[src/rtl/sercfg_pkg.sv]
package sercfg_pkg;
   // order of the serial pins inside the synchronizer vector
   localparam int unsigned PIN_SD   = 0;
   localparam int unsigned PIN_RD   = 1;
   localparam int unsigned PIN_AS   = 2;
   localparam int unsigned PIN_SCLK = 3;
   localparam int unsigned PIN_CSN  = 4;
   localparam int unsigned PIN_CNT  = 5;
   // idle level of the pins: select released, everything else low
   localparam logic [PIN_CNT-1:0] PIN_IDLE = 5'b10000;
endpackage

[src/rtl/sercfg_sync.sv]
module sercfg_sync #(
   parameter int unsigned WIDTH  = 1,
   parameter int unsigned STAGES = 2,
   parameter logic [WIDTH-1:0] RST_VAL = '0
) (
   input  logic             clk,
   input  logic             rst_n,
   input  logic [WIDTH-1:0] d,
   output logic [WIDTH-1:0] q
);
   if (STAGES < 2) begin : g_bad_stages
      $error("sercfg_sync: STAGES must be at least 2");
   end

   logic [WIDTH-1:0] stage_q [STAGES];

   for (genvar s = 0; s < STAGES; s++) begin : g_stage
      if (s == 0) begin : g_first
         always_ff @(posedge clk or negedge rst_n) begin
            if (!rst_n) stage_q[s] <= RST_VAL;
            else        stage_q[s] <= d;
         end
      end else begin : g_next
         always_ff @(posedge clk or negedge rst_n) begin
            if (!rst_n) stage_q[s] <= RST_VAL;
            else        stage_q[s] <= stage_q[s-1];
         end
      end
   end

   assign q = stage_q[STAGES-1];
endmodule

[src/rtl/sercfg_regfile.sv]
module sercfg_regfile #(
   parameter int unsigned ADDR_W = 8,
   parameter int unsigned DATA_W = 8,
   parameter int unsigned NREG   = 16
) (
   input  logic                   clk,
   input  logic                   wr_en,
   input  logic [ADDR_W-1:0]      wr_addr,
   input  logic [DATA_W-1:0]      wr_data,
   input  logic [ADDR_W-1:0]      rd_addr,
   output logic [DATA_W-1:0]      rd_data,
   output logic [NREG*DATA_W-1:0] flat
);
   logic [DATA_W-1:0] regs [NREG];

   // storage has no reset on purpose: core reset must not disturb it
   for (genvar i = 0; i < NREG; i++) begin : g_reg
      always_ff @(posedge clk) begin
         if (wr_en && (wr_addr == ADDR_W'(i))) regs[i] <= wr_data;
      end
      assign flat[i*DATA_W +: DATA_W] = regs[i];
   end

   always_comb begin
      rd_data = '0;
      for (int i = 0; i < NREG; i++) begin
         if (rd_addr == ADDR_W'(i)) rd_data = regs[i];
      end
   end
endmodule

[src/rtl/sercfg_frame.sv]
module sercfg_frame #(
   parameter int unsigned ADDR_W = 8,
   parameter int unsigned DATA_W = 8
) (
   input  logic              clk,
   input  logic              rst_n,
   input  logic              cs_act,
   input  logic              sclk_rise,
   input  logic              sclk_fall,
   input  logic              as_s,
   input  logic              rd_s,
   input  logic              sd_s,
   input  logic [DATA_W-1:0] rd_data,
   output logic [ADDR_W-1:0] addr,
   output logic              wr_en,
   output logic [DATA_W-1:0] wr_data,
   output logic              drv_on,
   output logic              drv_bit
);
   localparam int unsigned ACNT_W = $clog2(ADDR_W + 1);
   localparam int unsigned DCNT_W = $clog2(DATA_W + 1);

   logic [ACNT_W-1:0] a_cnt;
   logic [DCNT_W-1:0] d_cnt;
   logic [DATA_W-1:0] rd_sr;
   logic              a_full, d_full;

   assign a_full  = (a_cnt == ACNT_W'(ADDR_W));
   assign d_full  = (d_cnt == DCNT_W'(DATA_W));
   assign drv_bit = rd_sr[DATA_W-1];

   always_ff @(posedge clk or negedge rst_n) begin
      if (!rst_n) begin
         addr    <= '0;
         a_cnt   <= '0;
         d_cnt   <= '0;
         wr_data <= '0;
         wr_en   <= 1'b0;
         drv_on  <= 1'b0;
         rd_sr   <= '0;
      end else begin
         wr_en <= 1'b0;
         if (!cs_act) begin
            a_cnt  <= '0;
            d_cnt  <= '0;
            drv_on <= 1'b0;
         end else if (sclk_rise) begin
            if (as_s) begin
               addr   <= {addr[ADDR_W-2:0], sd_s};
               a_cnt  <= a_full ? ACNT_W'(1) : a_cnt + 1'b1;
               d_cnt  <= '0;
               drv_on <= 1'b0;
            end else if (a_full && !d_full) begin
               d_cnt <= d_cnt + 1'b1;
               if (!rd_s) begin
                  wr_data <= {wr_data[DATA_W-2:0], sd_s};
                  if (d_cnt == DCNT_W'(DATA_W - 1)) wr_en <= 1'b1;
               end
            end
         end else if (sclk_fall && a_full && !d_full && rd_s) begin
            if (!drv_on) begin
               drv_on <= 1'b1;
               rd_sr  <= rd_data;
            end else begin
               rd_sr <= {rd_sr[DATA_W-2:0], 1'b0};
            end
         end
      end
   end
endmodule

[src/rtl/sercfg_port.sv]
module sercfg_port #(
   parameter int unsigned ADDR_W      = 8,
   parameter int unsigned DATA_W      = 8,
   parameter int unsigned NREG        = 16,
   parameter int unsigned SYNC_STAGES = 2
) (
   input  logic                   clk,
   input  logic                   rst_n,
   input  logic                   ser_cs_n,
   input  logic                   ser_clk,
   input  logic                   ser_as,
   input  logic                   ser_rd,
   input  logic                   ser_sd_in,
   output logic                   ser_sd_out,
   output logic                   ser_sd_oe,
   output logic [NREG*DATA_W-1:0] cfg_flat
);
   import sercfg_pkg::*;

   if (ADDR_W < 2 || DATA_W < 2) begin : g_bad_width
      $error("sercfg_port: ADDR_W and DATA_W must be at least 2");
   end
   if (NREG < 1 || NREG > (1 << ADDR_W)) begin : g_bad_nreg
      $error("sercfg_port: NREG must fit the address space");
   end

   logic [PIN_CNT-1:0] pins_raw, pins_s;
   logic               sclk_q, cs_n_s, rd_s, sclk_rise, sclk_fall;
   logic               wr_en, drv_on, drv_bit;
   logic [ADDR_W-1:0]  wr_addr;
   logic [DATA_W-1:0]  wr_data, rd_data;

   always_comb begin
      pins_raw           = '0;
      pins_raw[PIN_SD]   = ser_sd_in;
      pins_raw[PIN_RD]   = ser_rd;
      pins_raw[PIN_AS]   = ser_as;
      pins_raw[PIN_SCLK] = ser_clk;
      pins_raw[PIN_CSN]  = ser_cs_n;
   end

   sercfg_sync #(.WIDTH(PIN_CNT), .STAGES(SYNC_STAGES), .RST_VAL(PIN_IDLE)) sync_i (
      .clk(clk), .rst_n(rst_n), .d(pins_raw), .q(pins_s)
   );

   always_ff @(posedge clk or negedge rst_n) begin
      if (!rst_n) sclk_q <= 1'b0;
      else        sclk_q <= pins_s[PIN_SCLK];
   end

   assign cs_n_s    = pins_s[PIN_CSN];
   assign rd_s      = pins_s[PIN_RD];
   assign sclk_rise = ~cs_n_s &  pins_s[PIN_SCLK] & ~sclk_q;
   assign sclk_fall = ~cs_n_s & ~pins_s[PIN_SCLK] &  sclk_q;

   sercfg_frame #(.ADDR_W(ADDR_W), .DATA_W(DATA_W)) frame_i (
      .clk(clk), .rst_n(rst_n), .cs_act(~cs_n_s),
      .sclk_rise(sclk_rise), .sclk_fall(sclk_fall),
      .as_s(pins_s[PIN_AS]), .rd_s(rd_s), .sd_s(pins_s[PIN_SD]),
      .rd_data(rd_data), .addr(wr_addr), .wr_en(wr_en), .wr_data(wr_data),
      .drv_on(drv_on), .drv_bit(drv_bit)
   );

   sercfg_regfile #(.ADDR_W(ADDR_W), .DATA_W(DATA_W), .NREG(NREG)) regs_i (
      .clk(clk), .wr_en(wr_en), .wr_addr(wr_addr), .wr_data(wr_data),
      .rd_addr(wr_addr), .rd_data(rd_data), .flat(cfg_flat)
   );

   // pad enable is gated by the raw pins so release is immediate
   assign ser_sd_out = drv_bit;
   assign ser_sd_oe  = drv_on & ser_rd & ~ser_cs_n;
endmodule

[config.mk]
export PLATFORM = sky130hd
export DESIGN_NAME = sercfg_port
export DESIGN_NICKNAME = d
export VERILOG_FILES = /design/src/rtl/sercfg_pkg.sv /design/src/rtl/sercfg_sync.sv /design/src/rtl/sercfg_regfile.sv /design/src/rtl/sercfg_frame.sv /design/src/rtl/sercfg_port.sv
export SDC_FILE = /design/constraint.sdc
export NUM_CORES = 1
export LEC_CHECK = 0
export ABC_AREA = 1
export BUFFER_PORTS_ARGS = -buffer_cell sky130_fd_sc_hd__buf_4
export CAP_MARGIN = 30
export CORE_ASPECT_RATIO = 0.5
export CORE_MARGIN = 2
export CORE_UTILIZATION = 35
export DETAILED_ROUTE_END_ITERATION = 10
export SLEW_MARGIN = 20
export SYNTH_ARGS = -nofsm -noshare
export SYNTH_HDL_FRONTEND = slang
export SYNTH_SLANG_ARGS = --single-unit
[constraint.sdc]
create_clock -name clk -period 4.2 [get_ports clk]
set_clock_uncertainty 0.2 [all_clocks]
set_input_delay 0.63 -clock clk [delete_from_list [all_inputs] [get_ports clk]]
set_output_delay 0.63 -clock clk [all_outputs]
set_load 0.01 [all_outputs]
==> results of run 1 <==
## routing by layer
layer / global-route usage, % / share of wire [%]
met5: 0 / 0
met4: 5.70 / 1.4
met3: 4.89 / 6.3
met2: 29.4 / 46
met1: 25.9 / 46
## worst min path at each step
stage	cells after the start	end	slack, ns	from
2_1_floorplan	0	frame_i.a_cnt[0]	0.13	rst_n
3_3_place_gp	0	sync_i.q[2]	0.13	sync_i.stage_q[7]
3_5_place_dp	0	sync_i.q[0]	0.13	sync_i.stage_q[5]
4_1_cts	1	frame_i.a_cnt[1]	0.02	rst_n
5_1_grt	1	frame_i.a_cnt[1]	0.04	rst_n
6_report	1	frame_i.a_cnt[0]	-0.002	rst_n
## cell usage in the layout (no fill, tap or decap), drive strengths merged
master    count
nor4          2
clkbuf       22
mux2          7
buf         139
clkinvlp      1
xnor2         1
nor2         84
xor2          2
clkinv        8
o211ai        1
o31ai         1
nand3        24
nand4        26
nand2       170
dfrtp        43
dfstp         2
edfxtp      128
a21oi        10
nor3         10
and2          2
or2           9
ha            4
inv          68
o21ai        15
## sequential cells by signal (all words and copies together) (netlist names)
signal and flops:
frame_i.addr 8, frame_i.drv_on 1, frame_i.d_cnt 4, sync_i.stage_q 5, sync_i.q 5, frame_i.rd_sr 8
sclk_q 1, frame_i.wr_data 8, frame_i.wr_en 1, frame_i.a_cnt 4, regs_i.regs 128
## power by group through the flow
stage / registers (uW) / clock network, uW / logic [uW]
floorplan: 1900 / 0 / 153
global placement: 1910 / 0 / 178
detailed placement: 1910 / 0 / 182
CTS: 1880 / 1460 / 183
global route: 1880 / 1530 / 206
finish: 1880 / 1440 / 181
## kinds of logic after synthesis
kind of cell | count (synthesis) | share of synthesized area [%]
xor+xnor | 3 | 0.372
simple gates | 327 | 21.5
buf+inv | 71 | 4.03
mux | 7 | 1.11
compound gates | 27 | 1.98
flops | 173 | 70.3
fa+ha+maj | 4 | 0.708
## final cells by class
class	count	area (um2)
clock buffers	21	448
clock inverters	11	90.1
fillers	1847	10700
inverters	66	250
multi-input cells	368	1820
flip-flops and latches	173	4970
well taps	266	333
repair buffers	140	1050
## synth_stat cells (2+ instances only)
cell type  count  share of area (%)
buf_4          2               0.21
nor3_4         2               0.46
inv_1         55                2.9
or2_2          3               0.27
edfxtp_1     128                 54
a21oi_1       10               0.71
nor2_4         5               0.80
mux2_2         7                1.1
ha_1           4               0.71
nand2_2        6               0.53
nand3_1       24                1.7
nand4_1       26                2.3
and2_1         2               0.18
xor2_1         2               0.25
or2_0          3               0.27
o21ai_0       15                1.1
nand2_1      163                8.7
inv_2         10               0.53
dfrtp_1       43                 15
nor2_1        68                3.6
nor3_1         7               0.50
dfstp_2        2               0.74
nor2_2        10               0.88
or2_1          3               0.27
## stage by stage
| stage | worst slack [ns] | hold WS [ns] | total power [uW] |
|---|---|---|---|
| 2_1_floorplan | 2.06 | 0.131 | 2050 |
| 3_3_place_gp | 1.24 | 0.135 | 2090 |
| 3_5_place_dp | 1.25 | 0.135 | 2100 |
| 4_1_cts | 1.22 | 0.0155 | 3520 |
| 5_1_grt | 0.899 | 0.0418 | 3620 |
| 6_report | 1.17 | -0.00190 | 3500 |
==> impl_metrics.ini, run 1 <==
[global_routing]
first_global_vias = 5028
track_usage_pct = 18.9
antenna_found_initial = 0
grt_overflow = 0
grt_pass1_wl_mm = 29.8
grt_max_degree = 46

[sta]
setup-tns-final_ns = 0
period_needed_ns = 3.03
tightest_slew_ns = 0.913
slew_headroom_pct = 39.1
slew_viol_final = 0
fin_worst_hold_slack_ns = -0.00190
min_period_over_period_pct = 72.0
setup_violations = 0
rsz0062_at_grt = no
max_freq_mhz = 331
hold_viol = 2

[power_and_ir_drop]
irDropWorstVdd_uv = 282
power_frac_seq_pct = 53.6
clock_power_share_pct = 41.2
swShare_pct = 23.7
p_per_area_mw_per_mm2 = 391
power_frac_comb_pct = 5.2
p_int_uw = 2670
power_leakage_uw = 0.00397
p_switching_uw = 829

[die]
die_w_um = 205
die_h_um = 105
rows = 36
dieArea_mm2 = 0.0214
ios = 137
initial_utilization_pct = 36.0
core_mm2 = 0.0196

[finish]
fin_nets = 777
syn_to_final_growth_pct = 26.6
drive_above_1_share_pct = 28.2
diodes = 0
stdcell_count = 1045
design_area_mm2 = 0.00895
final_util_pct = 45.6

[job]
max_cap_violations = 0

[critical_path]
path_buf_inv = 1
endpoint_kind = flip-flop
r2r_setup_slack_ns = 1.17
r2r_end = frame_i.rd_sr[3]
start_kind = flip-flop
critPathMaxStageDelay_ns = 0.44
path_cells = nor2_1 -> nand2_1 -> inv_1 -> nand2_1 -> nor2_1 -> nand2_1 -> nand4_1 -> nor2_1 -> nand4_1 -> nor2_1 -> nand3_1 -> nand2_1 -> nand3_1 -> nand2_1 -> nand2_1
crit-reg2reg-launch = frame_i.addr[6]
path_max_fanout = 11
critPathRequiredTime_ns = 4.36
critical_path_class = reg -> reg
critical_path_depth = 15
arrival_ns = 3.18
ff2ff_path_depth = 15
endpoint = frame_i.rd_sr[3]
worstSetupStartpoint = frame_i.addr[6]
critical-path-top-delay-family = simple AND/OR/NAND/NOR gates
path_common_cell = nand2_1
slowest_stage = nor2_1

[drt]
drc_errors = 0
vias = 5018
ant_nets = 0
drt_iter0_markers = 475
dr.pass1.iters = 5
avgRoutedWirePerCell_um = 19.0
wirelength_mm = 19.8
viasPerCell = 4.80

[clocking]
cts_buffers = 17
clk_transition_reported_paths_ns = 0.07
hold_buffers = 0
cts-resized-gates = 0
clock_path_buffers = 2
cts-root-buf = clkbuf_16
cts.sinks = 173
post_cts_buffers = 0
clock_latency_ns = 0.43
tritoncts = done
htree_levels = 4

[placed_design]
dp_hpwl_mm = 14.3
place_area_mm2 = 0.00841
port_buffers = 136
dp_cells = 1012
gp_congestion = 0.865

[synthesis]
synth.avg_cell_area_um2 = 11.6
synthesis.nets = 623
ys_ff_latch = 173
synth-async-reset-ratio_pct = 26.0
ys_types = 36
synth_area_mm2 = 0.00707
synth_edf_count = 128
synth_flop_cell = edfxtp_1
seq_area_frac_synth_pct = 70.3
ys_warn_count = 0
synthCells = 612

[hold_path]
min_path_type = in -> async

[outcome]
status = complete, but fails checks
failed_checks = hold timing
(Power assumes the default switching activity.)
==> run 2: changes to the inputs <==
clock period = 2.7 ns   (was 4.2 ns; I/O delays follow)
==> impl_metrics.ini, run 2 (synthesized netlist as in run 1, its figures left out) <==
[outcome]
status = finished clean

[sta]
hold_viol = 0
rsz0062_at_grt = no
finalWorstSetupSlack_ns = 0.279
setup-tns-final_ns = 0
slew_headroom_pct = 42.8
period_needed_ns = 2.42
setup_violations = 0
max_freq_mhz = 413
min_period_over_period_pct = 89.7
slew_viol_final = 0
tightest_slew_ns = 0.858

[job]
max_cap_violations = 0

[placed_design]
dp_cells = 1035
place_area_mm2 = 0.00859
dp_hpwl_mm = 14.9
port_buffers = 136
gp_congestion = 0.871
post-place-ws_ns = 0.193

[power_and_ir_drop]
p_per_area_mw_per_mm2 = 619
irDropWorstVdd_uv = 464
power_leakage_uw = 0.00415

[drt]
avgRoutedWirePerCell_um = 19.2
top_layer_used = met4
drc_errors = 0
wirelength_mm = 20.6
ant_nets = 0
dr_wl_met2_mm = 9.78
dr.pass1.iters = 5
vias = 5237
wl_met3_mm = 1.24
drt_iter0_markers = 483
viasPerCell = 4.88
wirelength_met1_mm = 9.31

[clocking]
post_cts_buffers = 0
htree_levels = 4
clock_latency_ns = 0.43
clock_path_buffers = 2
tritoncts = done
clk_transition_reported_paths_ns = 0.07
cts.sinks = 173
cts-root-buf = clkbuf_16
cts_buffers = 17

[critical_path]
critical_path_class = reg -> reg
path_cells = inv_1 -> nand2_1 -> nor2_1 -> nand3_1 -> nand2_1 -> nor2_1 -> nand4_1 -> nor2_1 -> nand4_1 -> nor2_1 -> nand3_1 -> nand2_1 -> nand3_1 -> nand2_1 -> nand2_1
path_common_cell = nand2_1
arrival_ns = 2.54
critPathRequiredTime_ns = 2.82
slowest_stage = dfrtp_2
start_kind = flip-flop
critPathMaxStageDelay_ns = 0.50
endpoint_kind = flip-flop
path_max_fanout = 8

[die]
initial_utilization_pct = 36.0
dieArea_mm2 = 0.0214
ios = 137
core_mm2 = 0.0196
die_w_um = 205
die_h_um = 105
rows = 36

[global_routing]
grt_pass1_wl_mm = 30.9
grt_max_degree = 46
first_global_vias = 5243
antenna_found_initial = 0
track_usage_pct = 19.5
grt_overflow = 0

[finish]
drive_above_1_share_pct = 30.4
largest_reg_flops = 128
layout_common_cells = nand2_1 (163), buf_4 (162), edfxtp_1 (128), nor2_1 (68), inv_1 (55)
largest_register = regs_i.regs
syn_to_final_growth_pct = 30.9
stdcell_count = 1073
fin_nets = 805
layout.cells.most_common = nand2_1
design_area_mm2 = 0.00926
fill_cells = 1809
diodes = 0

[hold_path]
min_path_type = reg -> reg
-- run 2: changes by cell type in the layout (fill, tap and decap cells not counted), moves of 2 or more --
cell | previous run | this run
inv_4 | 1 | 3
buf_4 | 138 | 162
inv_6 | 1 | 4
clkinv_2 | 2 | 0
dlygate4sd3_1 | 0 | 6
clkbuf_16 | 17 | 19
clkinv_4 | 6 | 1
-- run 2: critical path, delay by kind of cell, from the launching register on --
kind / cells / cell delay [ns]
simple gates: 14 / 1.52
flops: 1 / 0.50
buf+inv: 1 / 0.09
-- run 2: through the flow --
step	total power [uW]	hold slack [ns]	utilization [%]
3_3_place_gp	3270	0.134	43.7
2_1_floorplan	3200	-0.0906	-
4_1_cts	5740	0.151	47.1
6_report	5730	0.150	47.1
3_5_place_dp	3280	0.135	43.8
5_1_grt	5890	0.155	47.1
-- run 2: layout make-up --
| class | count | area (um2) | area share (%) |
|---|---|---|---|
| clock buffer | 21 | 487 | 5.26 |
| clock inverter | 11 | 116 | 1.26 |
| inverter | 66 | 250 | 2.70 |
| multi-input combinational | 368 | 1820 | 19.7 |
| sequential | 173 | 4970 | 53.7 |
| tap | 266 | 333 | 3.60 |
| timing repair buffer | 168 | 1280 | 13.8 |
-- run 2: power breakdown --
group          total [uW]  switching, uW  internal (uW)
logic                 306            213           93.0
registers            2920           50.2           2870
clock network        2500           1080           1420
-- run 2: final timing paths --
| check | startpoint | end | slack (ns) | depth (start not counted) |
|---|---|---|---|---|
| max | frame_i.addr[1] | frame_i.rd_sr[3] | 0.28 | 15 |
| min | sync_i.stage_q[7] | sync_i.q[2] | 0.15 | 0 |
| max reg2reg | frame_i.addr[1] | frame_i.rd_sr[3] | 0.28 | 15 |
| min reg2reg | sync_i.stage_q[7] | sync_i.q[2] | 0.15 | 0 |
| max in group asynchronous | rst_n | frame_i.addr[1] | 1.55 | 2 |
| min in group asynchronous | rst_n | frame_i.a_cnt[0] | 0.32 | 2 |
-- run 2: repair_timing --
action,4_1_cts,5_1_grt
resized for setup,0,1
hold buffers,6,0
endpoints found under the setup margin,0,2
endpoints found under the hold margin,48,0
-- run 2: per-layer routing --
| layer | vias to the layer above | GRT usage (%) |
|---|---|---|
| li1 | 2418 | - |
| met1 | 2606 | 27.0 |
| met2 | 191 | 31.4 |
| met3 | 22 | 4.45 |
| met4 | 0 | 4.32 |
| met5 | - | 0 |
==> run 3: changes to the inputs <==
CTS_BUF_LIST = sky130_fd_sc_hd__clkbuf_4 sky130_fd_sc_hd__clkbuf_8   (was unset)
==> impl_metrics.ini, run 3 (synthesized netlist as in run 1, its figures left out) <==
[clocking]
cts-root-buf = clkbuf_8
cts_buffers = 17
clock_latency_ns = 0.46
tritoncts = done
clock_path_buffers = 2
htree_levels = 4
cts.sinks = 173
clk_transition_reported_paths_ns = 0.10
post_cts_buffers = 0

[placed_design]
port_buffers = 136
dp_hpwl_mm = 14.9
gp_congestion = 0.871

[drt]
dr.pass1.iters = 7
ant_nets = 0
viasPerCell = 4.83
drt_iter0_markers = 427
vias = 5187
drc_errors = 0
avgRoutedWirePerCell_um = 19.0
wirelength_mm = 20.4

[finish]
syn_to_final_growth_pct = 28.4
final_util_pct = 46.2
largest_register = regs_i.regs
layout.cells.most_common = nand2_1
drive_above_1_share_pct = 30.5
largest_reg_flops = 128
layout_common_cells = nand2_1 (163), buf_4 (162), edfxtp_1 (128), nor2_1 (68), inv_1 (55)
diodes = 0
fin_nets = 805

[hold_path]
min_path_type = reg -> reg
hold-path-cell-count = 0

[critical_path]
arrival_ns = 2.55
path_max_fanout = 8
critical_path_class = reg -> reg
endpoint_kind = flip-flop
start_kind = flip-flop
critPathRequiredTime_ns = 2.85
ff2ff_path_depth = 15

[global_routing]
grt_busiest_layer = met2
grt_use_met1_pct = 26.8
gr-usage-met2_pct = 31.0
first_global_vias = 5197
track_usage_pct = 19.3
grt_max_degree = 46
grt_pass1_wl_mm = 30.6
grt_overflow = 0
grtUsageMet3_pct = 4.10
antenna_found_initial = 0

[sta]
setup_violations = 0
period_needed_ns = 2.40
slew_viol_final = 0
max_freq_mhz = 417
setup-tns-final_ns = 0
hold_viol = 0
tightest_slew_ns = 0.866
rsz0062_at_grt = no
min_period_over_period_pct = 88.8
slew_headroom_pct = 42.2

[outcome]
status = finished clean

[die]
initial_utilization_pct = 36.0
rows = 36
die_w_um = 205
dieArea_mm2 = 0.0214
core_mm2 = 0.0196
die_h_um = 105
ios = 137

[power_and_ir_drop]
power_leakage_uw = 0.00406
irDropWorstVdd_uv = 290
p_per_area_mw_per_mm2 = 571

[job]
max_cap_violations = 0
-- run 3: metal layers --
metal	up-vias	routed length [um]
li1	2408	-
met1	2559	9170
met2	203	9680
met3	17	1370
met4	0	206
met5	-	0
-- run 3: final cells by class --
cell class | instances | area (um2)
Sequential cell | 173 | 4970
Clock inverter | 13 | 176
Inverter | 66 | 250
Timing Repair Buffer | 168 | 1280
Clock buffer | 19 | 249
Tap cell | 266 | 333
Multi-Input combinational cell | 368 | 1820
Fill cell | 1830 | 10600
-- run 3: report_power, final --
| part | internal [uW] | total, uW | switching (uW) |
|---|---|---|---|
| Sequential | 2870 | 2920 | 50.7 |
| Clock | 963 | 1960 | 992 |
| Combinational | 93.0 | 307 | 214 |
| Total | 3930 | 5180 | 1260 |
-- run 3: worst max-delay path, stage by stage (launching register included) --
cell	delay, ns
dfrtp_2	0.51
inv_1	0.09
nand2_1	0.17
nor2_1	0.10
nand3_1	0.09
nand2_1	0.05
nor2_1	0.12
nand4_1	0.11
nor2_1	0.15
nand4_1	0.15
nor2_1	0.17
nand3_1	0.11
nand2_1	0.08
nand3_1	0.08
nand2_1	0.07
nand2_1	0.05
-- run 3: metrics by stage --
stage	total power [uW]	std cells	hold WS [ns]	area, um2	setup slack, ns
final	5180	1073	0.156	9080	0.303
after global routing	5340	1073	0.162	9080	0.0967
after CTS	5200	1073	0.158	9080	0.165
after detailed placement	3280	1035	0.135	8590	0.193
after global placement	3270	1035	0.134	8590	0.255
after floorplan	3200	612	-0.0906	7070	0.557
-- run 3: worst paths after layout --
path                              startpoint                to  slack [ns]
setup reg to reg             frame_i.addr[1]  frame_i.rd_sr[3]        0.30
hold reg to reg            sync_i.stage_q[7]       sync_i.q[2]        0.16
min in group asynchronous              rst_n  frame_i.a_cnt[0]        0.28
setup / recovery             frame_i.addr[1]  frame_i.rd_sr[3]        0.30
hold / removal             sync_i.stage_q[7]       sync_i.q[2]        0.16
max in group asynchronous              rst_n   frame_i.addr[1]        1.57
-- run 3: repair_timing --
| item | CTS | global route |
|---|---|---|
| endpoints found under the setup margin | 0 | 2 |
| endpoints found under the hold margin | 48 | 0 |
| resized for setup | 0 | 1 |
| hold buffers | 6 | 0 |
